$ cat config.mk
export PLATFORM = sky130hd
export DESIGN_NAME = wdog_two_stage
export DESIGN_NICKNAME = d
export VERILOG_FILES = /design/src/rtl/wdog_pkg.sv /design/src/rtl/wdog_count.sv /design/src/rtl/wdog_regs.sv /design/src/rtl/wdog_two_stage.sv
export SDC_FILE = /design/constraint.sdc
export NUM_CORES = 1
export LEC_CHECK = 0
export ABC_CLOCK_PERIOD_IN_PS = 2590
export BUFFER_PORTS_ARGS = -buffer_cell sky130_fd_sc_hd__buf_2
export CAP_MARGIN = 20
export CORE_ASPECT_RATIO = 0.6
export CORE_MARGIN = 1
export CORE_UTILIZATION = 38
export DETAILED_ROUTE_END_ITERATION = 7
export PLACE_DENSITY = 0.59
export REMOVE_ABC_BUFFERS = 1
export SYNTH_ARGS = -nofsm -noshare
export SYNTH_HDL_FRONTEND = slang
export SYNTH_SLANG_ARGS = --single-unit
$ cat constraint.sdc
create_clock -name clk -period 2.59 [get_ports clk]
set_input_delay 0.518 -clock clk [delete_from_list [all_inputs] [get_ports clk]]
set_output_delay 0.518 -clock clk [all_outputs]
set_load 0.01 [all_outputs]
$ cat src/rtl/wdog_pkg.sv
`timescale 1ns/1ps
package wdog_pkg;
    // word indexes on the register bus
    localparam logic [3:0] W_RLD = 4'd0;
    localparam logic [3:0] W_DAT = 4'd1;
    localparam logic [3:0] W_STA = 4'd2;
    localparam logic [3:0] W_STB = 4'd3;
    localparam logic [3:0] W_CTA = 4'd4;
    localparam logic [3:0] W_CTB = 4'd5;
    localparam logic [3:0] W_MSG = 4'd6;
    localparam logic [3:0] W_WDC = 4'd7;
    localparam logic [3:0] W_IRQ = 4'd8;
    localparam logic [3:0] W_TMR = 4'd9;

    // bit positions
    localparam int B_SMI  = 1;
    localparam int B_INT  = 2;
    localparam int B_TO   = 3;
    localparam int B_SEC  = 1;
    localparam int B_BOOT = 2;
    localparam int B_HALT = 11;
    localparam int B_LOCK = 12;

    // reset values
    localparam logic [15:0] CTB_RST = 16'h0008;
    localparam logic [7:0]  IRQ_RST = 8'h03;
endpackage

$ cat src/rtl/wdog_count.sv
`timescale 1ns/1ps
module wdog_count #(
    parameter int TMR_W = 10
) (
    input  logic             clk,
    input  logic             rst_n,
    input  logic             tick_en,
    input  logic             halt,
    input  logic             reload,
    input  logic             no_reboot,
    input  logic [TMR_W-1:0] tmr_val,
    output logic [TMR_W-1:0] cnt,
    output logic             exp1,
    output logic             exp2,
    output logic             reset_req
);
    typedef struct packed {
        logic [TMR_W-1:0] cnt;
        logic             armed;
        logic             rst_req;
    } cnt_st_t;

    cnt_st_t st_d, st_q;
    logic [TMR_W-1:0] load_val;

    always_comb begin
        load_val = (tmr_val < TMR_W'(2)) ? TMR_W'(2) : tmr_val;
        st_d = st_q;
        st_d.rst_req = 1'b0;
        exp1 = 1'b0;
        exp2 = 1'b0;
        if (reload) begin
            st_d.cnt   = load_val;
            st_d.armed = 1'b0;
        end else if (tick_en && !halt) begin
            if (st_q.cnt <= TMR_W'(1)) begin
                st_d.cnt = load_val;
                if (st_q.armed) begin
                    exp2 = 1'b1;
                    st_d.rst_req = !no_reboot;
                end else begin
                    exp1 = 1'b1;
                    st_d.armed = 1'b1;
                end
            end else begin
                st_d.cnt = st_q.cnt - TMR_W'(1);
            end
        end
    end

    always_ff @(posedge clk) begin
        if (!rst_n) st_q <= '0;
        else        st_q <= st_d;
    end

    assign cnt       = st_q.cnt;
    assign reset_req = st_q.rst_req;
endmodule

$ cat src/rtl/wdog_regs.sv
`timescale 1ns/1ps
module wdog_regs
    import wdog_pkg::*;
#(
    parameter int          TMR_W   = 10,
    parameter logic [15:0] TMR_RST = 16'h0004
) (
    input  logic             clk,
    input  logic             rst_n,
    input  logic             bus_we,
    input  logic [3:0]       bus_waddr,
    input  logic [15:0]      bus_wdata,
    input  logic [1:0]       bus_be,
    input  logic [TMR_W-1:0] cnt,
    input  logic             exp1,
    input  logic             exp2,
    output logic [15:0]      rd_data,
    output logic             halt,
    output logic             reload,
    output logic [TMR_W-1:0] tmr_val
);
    typedef struct packed {
        logic [7:0]       dat_in;
        logic [7:0]       dat_out;
        logic             to_sts;
        logic             smi_sts;
        logic             int_sts;
        logic             sec_sts;
        logic             boot_sts;
        logic             halt;
        logic             lock;
        logic [15:0]      ctb;
        logic [15:0]      msg;
        logic [7:0]       wdc;
        logic [7:0]       irq;
        logic [TMR_W-1:0] tmr;
    } reg_st_t;

    reg_st_t rg_d, rg_q;
    logic [15:0] mask, setb;

    always_comb begin
        mask = {{8{bus_be[1]}}, {8{bus_be[0]}}};
        setb = bus_wdata & mask;
        rg_d = rg_q;
        if (bus_we) begin
            case (bus_waddr)
                W_DAT: begin
                    if (bus_be[0]) begin
                        rg_d.dat_in  = bus_wdata[7:0];
                        rg_d.smi_sts = 1'b1;
                        rg_d.int_sts = 1'b1;
                    end
                    if (bus_be[1]) begin
                        rg_d.dat_out = bus_wdata[15:8];
                        rg_d.smi_sts = 1'b1;
                        rg_d.int_sts = 1'b1;
                    end
                end
                W_STA: begin
                    if (setb[B_TO])  rg_d.to_sts  = 1'b0;
                    if (setb[B_SMI]) rg_d.smi_sts = 1'b0;
                    if (setb[B_INT]) rg_d.int_sts = 1'b0;
                end
                W_STB: begin
                    if (setb[B_SEC])  rg_d.sec_sts  = 1'b0;
                    if (setb[B_BOOT]) rg_d.boot_sts = 1'b0;
                end
                W_CTA: begin
                    if (bus_be[1]) begin
                        rg_d.halt = bus_wdata[B_HALT];
                        rg_d.lock = rg_q.lock | bus_wdata[B_LOCK];
                    end
                end
                W_CTB: rg_d.ctb = (rg_q.ctb & ~mask) | setb;
                W_MSG: rg_d.msg = (rg_q.msg & ~mask) | setb;
                W_WDC: if (bus_be[0]) rg_d.wdc = bus_wdata[7:0];
                W_IRQ: if (bus_be[0]) rg_d.irq = bus_wdata[7:0];
                W_TMR: rg_d.tmr = TMR_W'((16'(rg_q.tmr) & ~mask) | setb);
                default: ;
            endcase
        end
        // hardware set wins over a same-cycle clear
        if (exp1 || exp2) rg_d.to_sts = 1'b1;
        if (exp2) begin
            rg_d.sec_sts  = 1'b1;
            rg_d.boot_sts = 1'b1;
        end
    end

    always_ff @(posedge clk) begin
        if (!rst_n) begin
            rg_q     <= '0;
            rg_q.ctb <= CTB_RST;
            rg_q.irq <= IRQ_RST;
            rg_q.tmr <= TMR_W'(TMR_RST);
        end else begin
            rg_q <= rg_d;
        end
    end

    always_comb begin
        rd_data = '0;
        case (bus_waddr)
            W_RLD: rd_data = 16'(cnt);
            W_DAT: rd_data = {rg_q.dat_out, rg_q.dat_in};
            W_STA: begin
                rd_data[B_TO]  = rg_q.to_sts;
                rd_data[B_SMI] = rg_q.smi_sts;
                rd_data[B_INT] = rg_q.int_sts;
            end
            W_STB: begin
                rd_data[B_SEC]  = rg_q.sec_sts;
                rd_data[B_BOOT] = rg_q.boot_sts;
            end
            W_CTA: begin
                rd_data[B_HALT] = rg_q.halt;
                rd_data[B_LOCK] = rg_q.lock;
            end
            W_CTB: rd_data = rg_q.ctb;
            W_MSG: rd_data = rg_q.msg;
            W_WDC: rd_data = {8'h00, rg_q.wdc};
            W_IRQ: rd_data = {8'h00, rg_q.irq};
            W_TMR: rd_data = 16'(rg_q.tmr);
            default: rd_data = '0;
        endcase
    end

    assign halt    = rg_q.halt;
    assign reload  = bus_we && (bus_waddr == W_RLD);
    assign tmr_val = rg_q.tmr;
endmodule

$ cat src/rtl/wdog_two_stage.sv
`timescale 1ns/1ps
module wdog_two_stage #(
    parameter int          TMR_W   = 10,
    parameter logic [15:0] TMR_RST = 16'h0004
) (
    input  logic        clk,
    input  logic        rst_n,
    input  logic        tick_en,
    input  logic        no_reboot,
    input  logic        bus_we,
    input  logic [3:0]  bus_waddr,
    input  logic [15:0] bus_wdata,
    input  logic [1:0]  bus_be,
    output logic [15:0] rd_data,
    output logic        reset_req
);
    logic [TMR_W-1:0] cnt_w, tmr_w;
    logic             halt_w, reload_w, exp1_w, exp2_w;

    wdog_count #(.TMR_W(TMR_W)) u_count (
        .clk       (clk),
        .rst_n     (rst_n),
        .tick_en   (tick_en),
        .halt      (halt_w),
        .reload    (reload_w),
        .no_reboot (no_reboot),
        .tmr_val   (tmr_w),
        .cnt       (cnt_w),
        .exp1      (exp1_w),
        .exp2      (exp2_w),
        .reset_req (reset_req)
    );

    wdog_regs #(.TMR_W(TMR_W), .TMR_RST(TMR_RST)) u_regs (
        .clk       (clk),
        .rst_n     (rst_n),
        .bus_we    (bus_we),
        .bus_waddr (bus_waddr),
        .bus_wdata (bus_wdata),
        .bus_be    (bus_be),
        .cnt       (cnt_w),
        .exp1      (exp1_w),
        .exp2      (exp2_w),
        .rd_data   (rd_data),
        .halt      (halt_w),
        .reload    (reload_w),
        .tmr_val   (tmr_w)
    );
endmodule

## Word-level counts from Yosys, hierarchy flattened

Cells that the tools add are included.

| cells by class | value |
|---|---|
| mux-type cells | 40 |
| eq/ne operators | 12 |
| bitwise operators | 13 |
| order comparisons | 2 |
| reductions and logical operators | 31 |
| add/subtract/negate cells | 1 |

Operator list:

| kind | count |
|---|---|
| $mux 65 | 1 |
| $pmux 7 s7 | 1 |
| $and 16x16->16 | 3 |
| $mux 16 | 2 |
| $mux 8 | 4 |
| $or 16x16->16 | 2 |
| $mux 10 | 3 |
| $reduce_and 3->1 | 8 |
| $pmux 2 s9 | 1 |
| $reduce_bool 2->1 | 9 |
| $eq 4x3->1 const B | 4 |
| $not 16->16 | 1 |
| $mux 1 | 14 |
| $mux 2 | 7 |
| $mux 12 | 1 |
| $mux 11 | 1 |
| $and 10x10->10 | 1 |
| $le 10x1->1 const B | 1 |
| $lt 10x2->1 const B | 1 |
| $or 10x10->10 | 1 |
| $sub 10x1->10 const B | 1 |
| $pmux 3 s3 | 1 |
| $eq 4x2->1 const B | 2 |
| $eq 4x4->1 const B | 2 |
| 17 further kinds | 27 |

| word-level totals | value |
|---|---|
| register bits after elaboration | 93 |
| output and inout port bits | 17 |
| input port bits | 27 |

## Logic depth before layout (Yosys ltp)

| depth | value |
|---|---|
| word-level depth | 7 |
| gate-level depth with buffers | 8 |
| depth with buffers taken out | 7 |

## By module

From an unflattened synthesis, not the netlist that was laid out.

| second synthesis, totals | value |
|---|---|
| cells, all modules | 651 |
| area, all modules | 5507.8 um2 |

By module, submodules not included:

| module | times used | sequential area each (um2) | cells an instance | area an instance (um2) |
|---|---|---|---|---|
| wdog_regs | 1 | 1621.6 | 529 | 4549.4 |
| wdog_count | 1 | 240.2 | 122 | 958.4 |

## Worst setup path after synthesis

Ideal clock, no wire load.

| path | value |
|---|---|
| path type | in2out |
| from | in bus_waddr[0] |
| to | out rd_data[9] |
| arrival time | 2059 ps |
| setup slack | 13 ps |
| stages on the path | 7 |
| required time | 2072 ps |
| cells stage by stage | clkbuf_1 -> nand2b_1 -> clkbuf_1 -> nor3_1 -> clkbuf_1 -> a222oi_1 -> nand2_1 |

| on the way | value |
|---|---|
| longest elaborated chain between the ends | 2 |
| elaborated cells on any way between the ends | 8 |
| those cells by class | 6 x eq/ne; 1 x mux; 1 x reduce/logical |

Ends and longest elaborated chain:

| item | RTL line | text |
|---|---|---|
| start: declaration | wdog_two_stage.sv:11 | `input logic [3:0] bus_waddr,` |
| $eq 4x4->1 (tied with other cells) | wdog_regs.sv:104 | `case (bus_waddr)` |
| $pmux 7 s7 * | wdog_regs.sv:104 |  |
| end: declaration | wdog_two_stage.sv:14 | `output logic [15:0] rd_data,` |

Every way passes the cells marked *; elsewhere a longest branch is shown, timed or not.

## Final worst setup path

| path | value |
|---|---|
| from | in bus_waddr[3] |
| to | out rd_data[7] |

The elaborated chain is that of the path after synthesis.

==> flow_metrics.py <==
metrics = {
    "setup_path": {
        "path_cells": "buf_2 > buf_4 > nor4_4 > buf_4 > a222oi_1 > o211ai_1 > buf_2",
        "arrival_ps": 1940,
        "worst-r2r-setup-slack_ps": 390,
        "crit_path_start_kind": "input port",
        "timing.rr.end": "u_count.cnt[1]$_SDFFE_PN0P_",
        "critPathRequiredTime_ps": 2070,
        "critPathCapture": "rd_data[7]",
        "worstPathMaxFanout": 12,
        "r2r-start": "u_count.cnt[4]$_SDFFE_PN0P_",
        "critical_path.startpoint": "bus_waddr[3]",
        "setup.worst_path.end_class": "output port",
        "cp_slowest_stage_delay_ps": 400,
        "r2r.worst_path.cells": 5,
        "path_class": "in -> out",
        "cp_slowest_cell": "a222oi_1",
    },
    "yosys": {
        "syn_area_um2": 4420,
        "yosysSeqAreaShare": 0.421,
        "ys_types": 61,
        "ys_async_sr_fraction": 0,
        "synth_edf_count": 0,
        "yosysMostFrequentCell": "dfxtp_1",
        "synth.area.top_cells": "dfxtp_1 42%, mux2i_1 10%, nand2_1 7.3%, nor2_1 5.3%, a21oi_1 5.3%",
        "yosys.area_share.adder": 0.00566,
        "synth_top_family_by_area": "simple AND/OR/NAND/NOR gates",
        "synth_top_cell_area_share": 0.421,
        "synth-simple-area-share": 0.243,
        "synth_common_cells": "93 x dfxtp_1, 86 x nand2_1, 63 x nor2_1",
        "synthXorXnorAreaFrac": 0.00198,
        "synth_compound_area_frac": 0.176,
        "synth_top_area_cell": "dfxtp_1",
        "synth_warnings": 0,
        "synth_ff_type": "dfxtp_1",
        "ys_ff_latch": 93,
        "synth_cells": 527,
        "syn_avg_cell_area_um2": 8.39,
        "synth.mux.area_fraction": 0.110,
    },
    "cts": {
        "cts_buffers": 9,
        "cts_tree": "built",
        "clk_pin_slew_ps": 70,
        "htree_levels": 3,
        "cts_root_buf": "clkbuf_16",
        "clk_latency_ps": 340,
        "cts.sinks": 93,
        "clk_path_buf_depth": 2,
    },
    "drt": {
        "viasPerCell": 5.69,
        "routed_wl_mm": 13.6,
        "drc_errors": 0,
        "drt_iter0_drc": 584,
        "vias": 4211,
        "dr.pass1.iters": 6,
        "wl_per_cell_um": 18.3,
        "final_antenna_net_count": 0,
    },
    "floorplan": {
        "dieWidth_um": 141,
        "dieArea_um2": 12100,
        "die_y_um": 85.6,
        "coreArea_um2": 11300,
        "start_util": 0.391,
        "rows": 30,
        "io_pins": 44,
    },
    "cells_and_area": {
        "diodes": 0,
        "fillers": 1123,
        "drive_gt1_frac": 0.186,
        "nets": 605,
        "synthToLayoutAreaGrowth_pct": 18.4,
    },
    "global_route": {
        "grt_pass1_vias": 3876,
        "grt_pass1_wl_mm": 21.8,
        "gr-total-overflow": 0,
        "grt_max_degree": 55,
        "track_usage": 0.236,
        "grt_antenna_before_repair": 0,
    },
    "flow_run": {
        "maxCapViolCount": 0,
    },
    "placed_design": {
        "portBuffers": 43,
        "gp_congestion": 0.895,
        "dp_hpwl_mm": 9.82,
        "dp_slack_ps": 123,
    },
    "timing": {
        "finalSetupViolations": 0,
        "fmaxAchievable_mhz": 407,
        "drv_slew": 0,
        "rsz0062_at_grt": "no",
        "period_minus_slack_ps": 2460,
        "tightest_slew_ps": 604,
        "fin_skew_ps": 3.31,
        "fin_hold_ws_ps": 325,
        "setup_ws_ps": 131,
        "finalHoldViolCount": 0,
        "relSlewSlack": 0.592,
        "period_share": 0.949,
    },
    "pwr": {
        "power.density_nw_per_um2": 775,
        "ir_drop_mv": 0.369,
        "leakage_nw": 1.98,
        "power.total_mw": 4.06,
    },
    "worst_hold_path": {
        "hp-class": "in -> reg",
        "worstHoldPathCells": 2,
    },
    "status": {
        "outcome": "complete, no violations",
    },
}
## layout make-up
class | count | area [um2] | share of cell area
multi-input combinational | 390 | 2380 | 0.454
sequential | 93 | 1860 | 0.356
timing repair buffer | 71 | 438 | 0.0836
clock buffer | 11 | 243 | 0.0464
tap | 160 | 200 | 0.0382
clock inverter | 4 | 72.6 | 0.0139
inverter | 11 | 41.3 | 0.00789
## cell families (layout without fill, tap and decap cells)
logic type	count (synthesis)	count (layout)
buffers and inverters	44	97
adder cells (fa/ha/maj)	2	2
multiplexers	47	47
AO/OA/AOI/OAI	117	117
flip-flops	93	93
XOR/XNOR	1	1
AND/OR/NAND/NOR	223	223
## cell usage in the layout, fill, tap and decap left out, drive strengths merged, types with 3 or more instances in the layout
master  synthesis  final
nand3          18     18
nor3           17     17
dfxtp          93     93
a222oi         12     12
nand2          86     86
nor2           63     63
inv            11     11
mux2i          45     45
nor2b           3      3
and3            7      7
a22oi          19     19
nor4            7      7
clkbuf         25     11
o21ai          15     15
a21oi          48     48
buf             8     71
o211ai          5      5
nand2b          3      3
or4             4      4
nand3b          3      3
## worst max-delay path, delay by kind of cell
kind	cells	cell delay, ps
AO/OA/AOI/OAI	2	600
buffers and inverters	4	760
AND/OR/NAND/NOR	1	60
## timing repair
| action | CTS | global route |
|---|---|---|
| buffers inserted | 0 | 0 |
| gates resized for setup | 0 | 1 |
| endpoints found under the setup margin | 0 | 2 |
| hold buffers | 0 | 0 |
## routing by layer
metal  wire length [um]  global-route usage  vias to the layer above
li1                   -                   -                     1982
met1               6890               0.376                     2032
met2               5390               0.315                      186
met3               1150              0.0497                       11
met4                114              0.0514                        0
met5                  0                   0                        -
## worst min-delay path by stage
| stage | slack [ps] | endpoint | from |
|---|---|---|---|
| finish | 330 | u_count.reset_req$_SDFF_PP0_ | no_reboot |
| global route | 320 | u_count.reset_req$_SDFF_PP0_ | no_reboot |
| CTS | 310 | u_count.reset_req$_SDFF_PP0_ | no_reboot |
| detailed placement | 450 | flop | flop |
| global placement | 440 | flop | flop |
| floorplan | 440 | flop | flop |
## power breakdown
group,internal [mW],switching (mW),leakage [nW],total [mW]
registers,1.52,0.146,0.752,1.66
clock network,0.865,0.547,0.152,1.41
logic,0.399,0.582,1.08,0.981
## metrics by stage
step                      utilization  setup TNS (ps)  area (um2)  std cells
after CTS                       0.463               0        5230        740
after global routing            0.463               0        5240        740
after detailed placement        0.435               0        4920        725
after floorplan                     -            -100        4280        494
after global placement          0.435               0        4920        725
final                           0.463               0        5240        740
No activity file was read; power rests on OpenSTA's default activity.
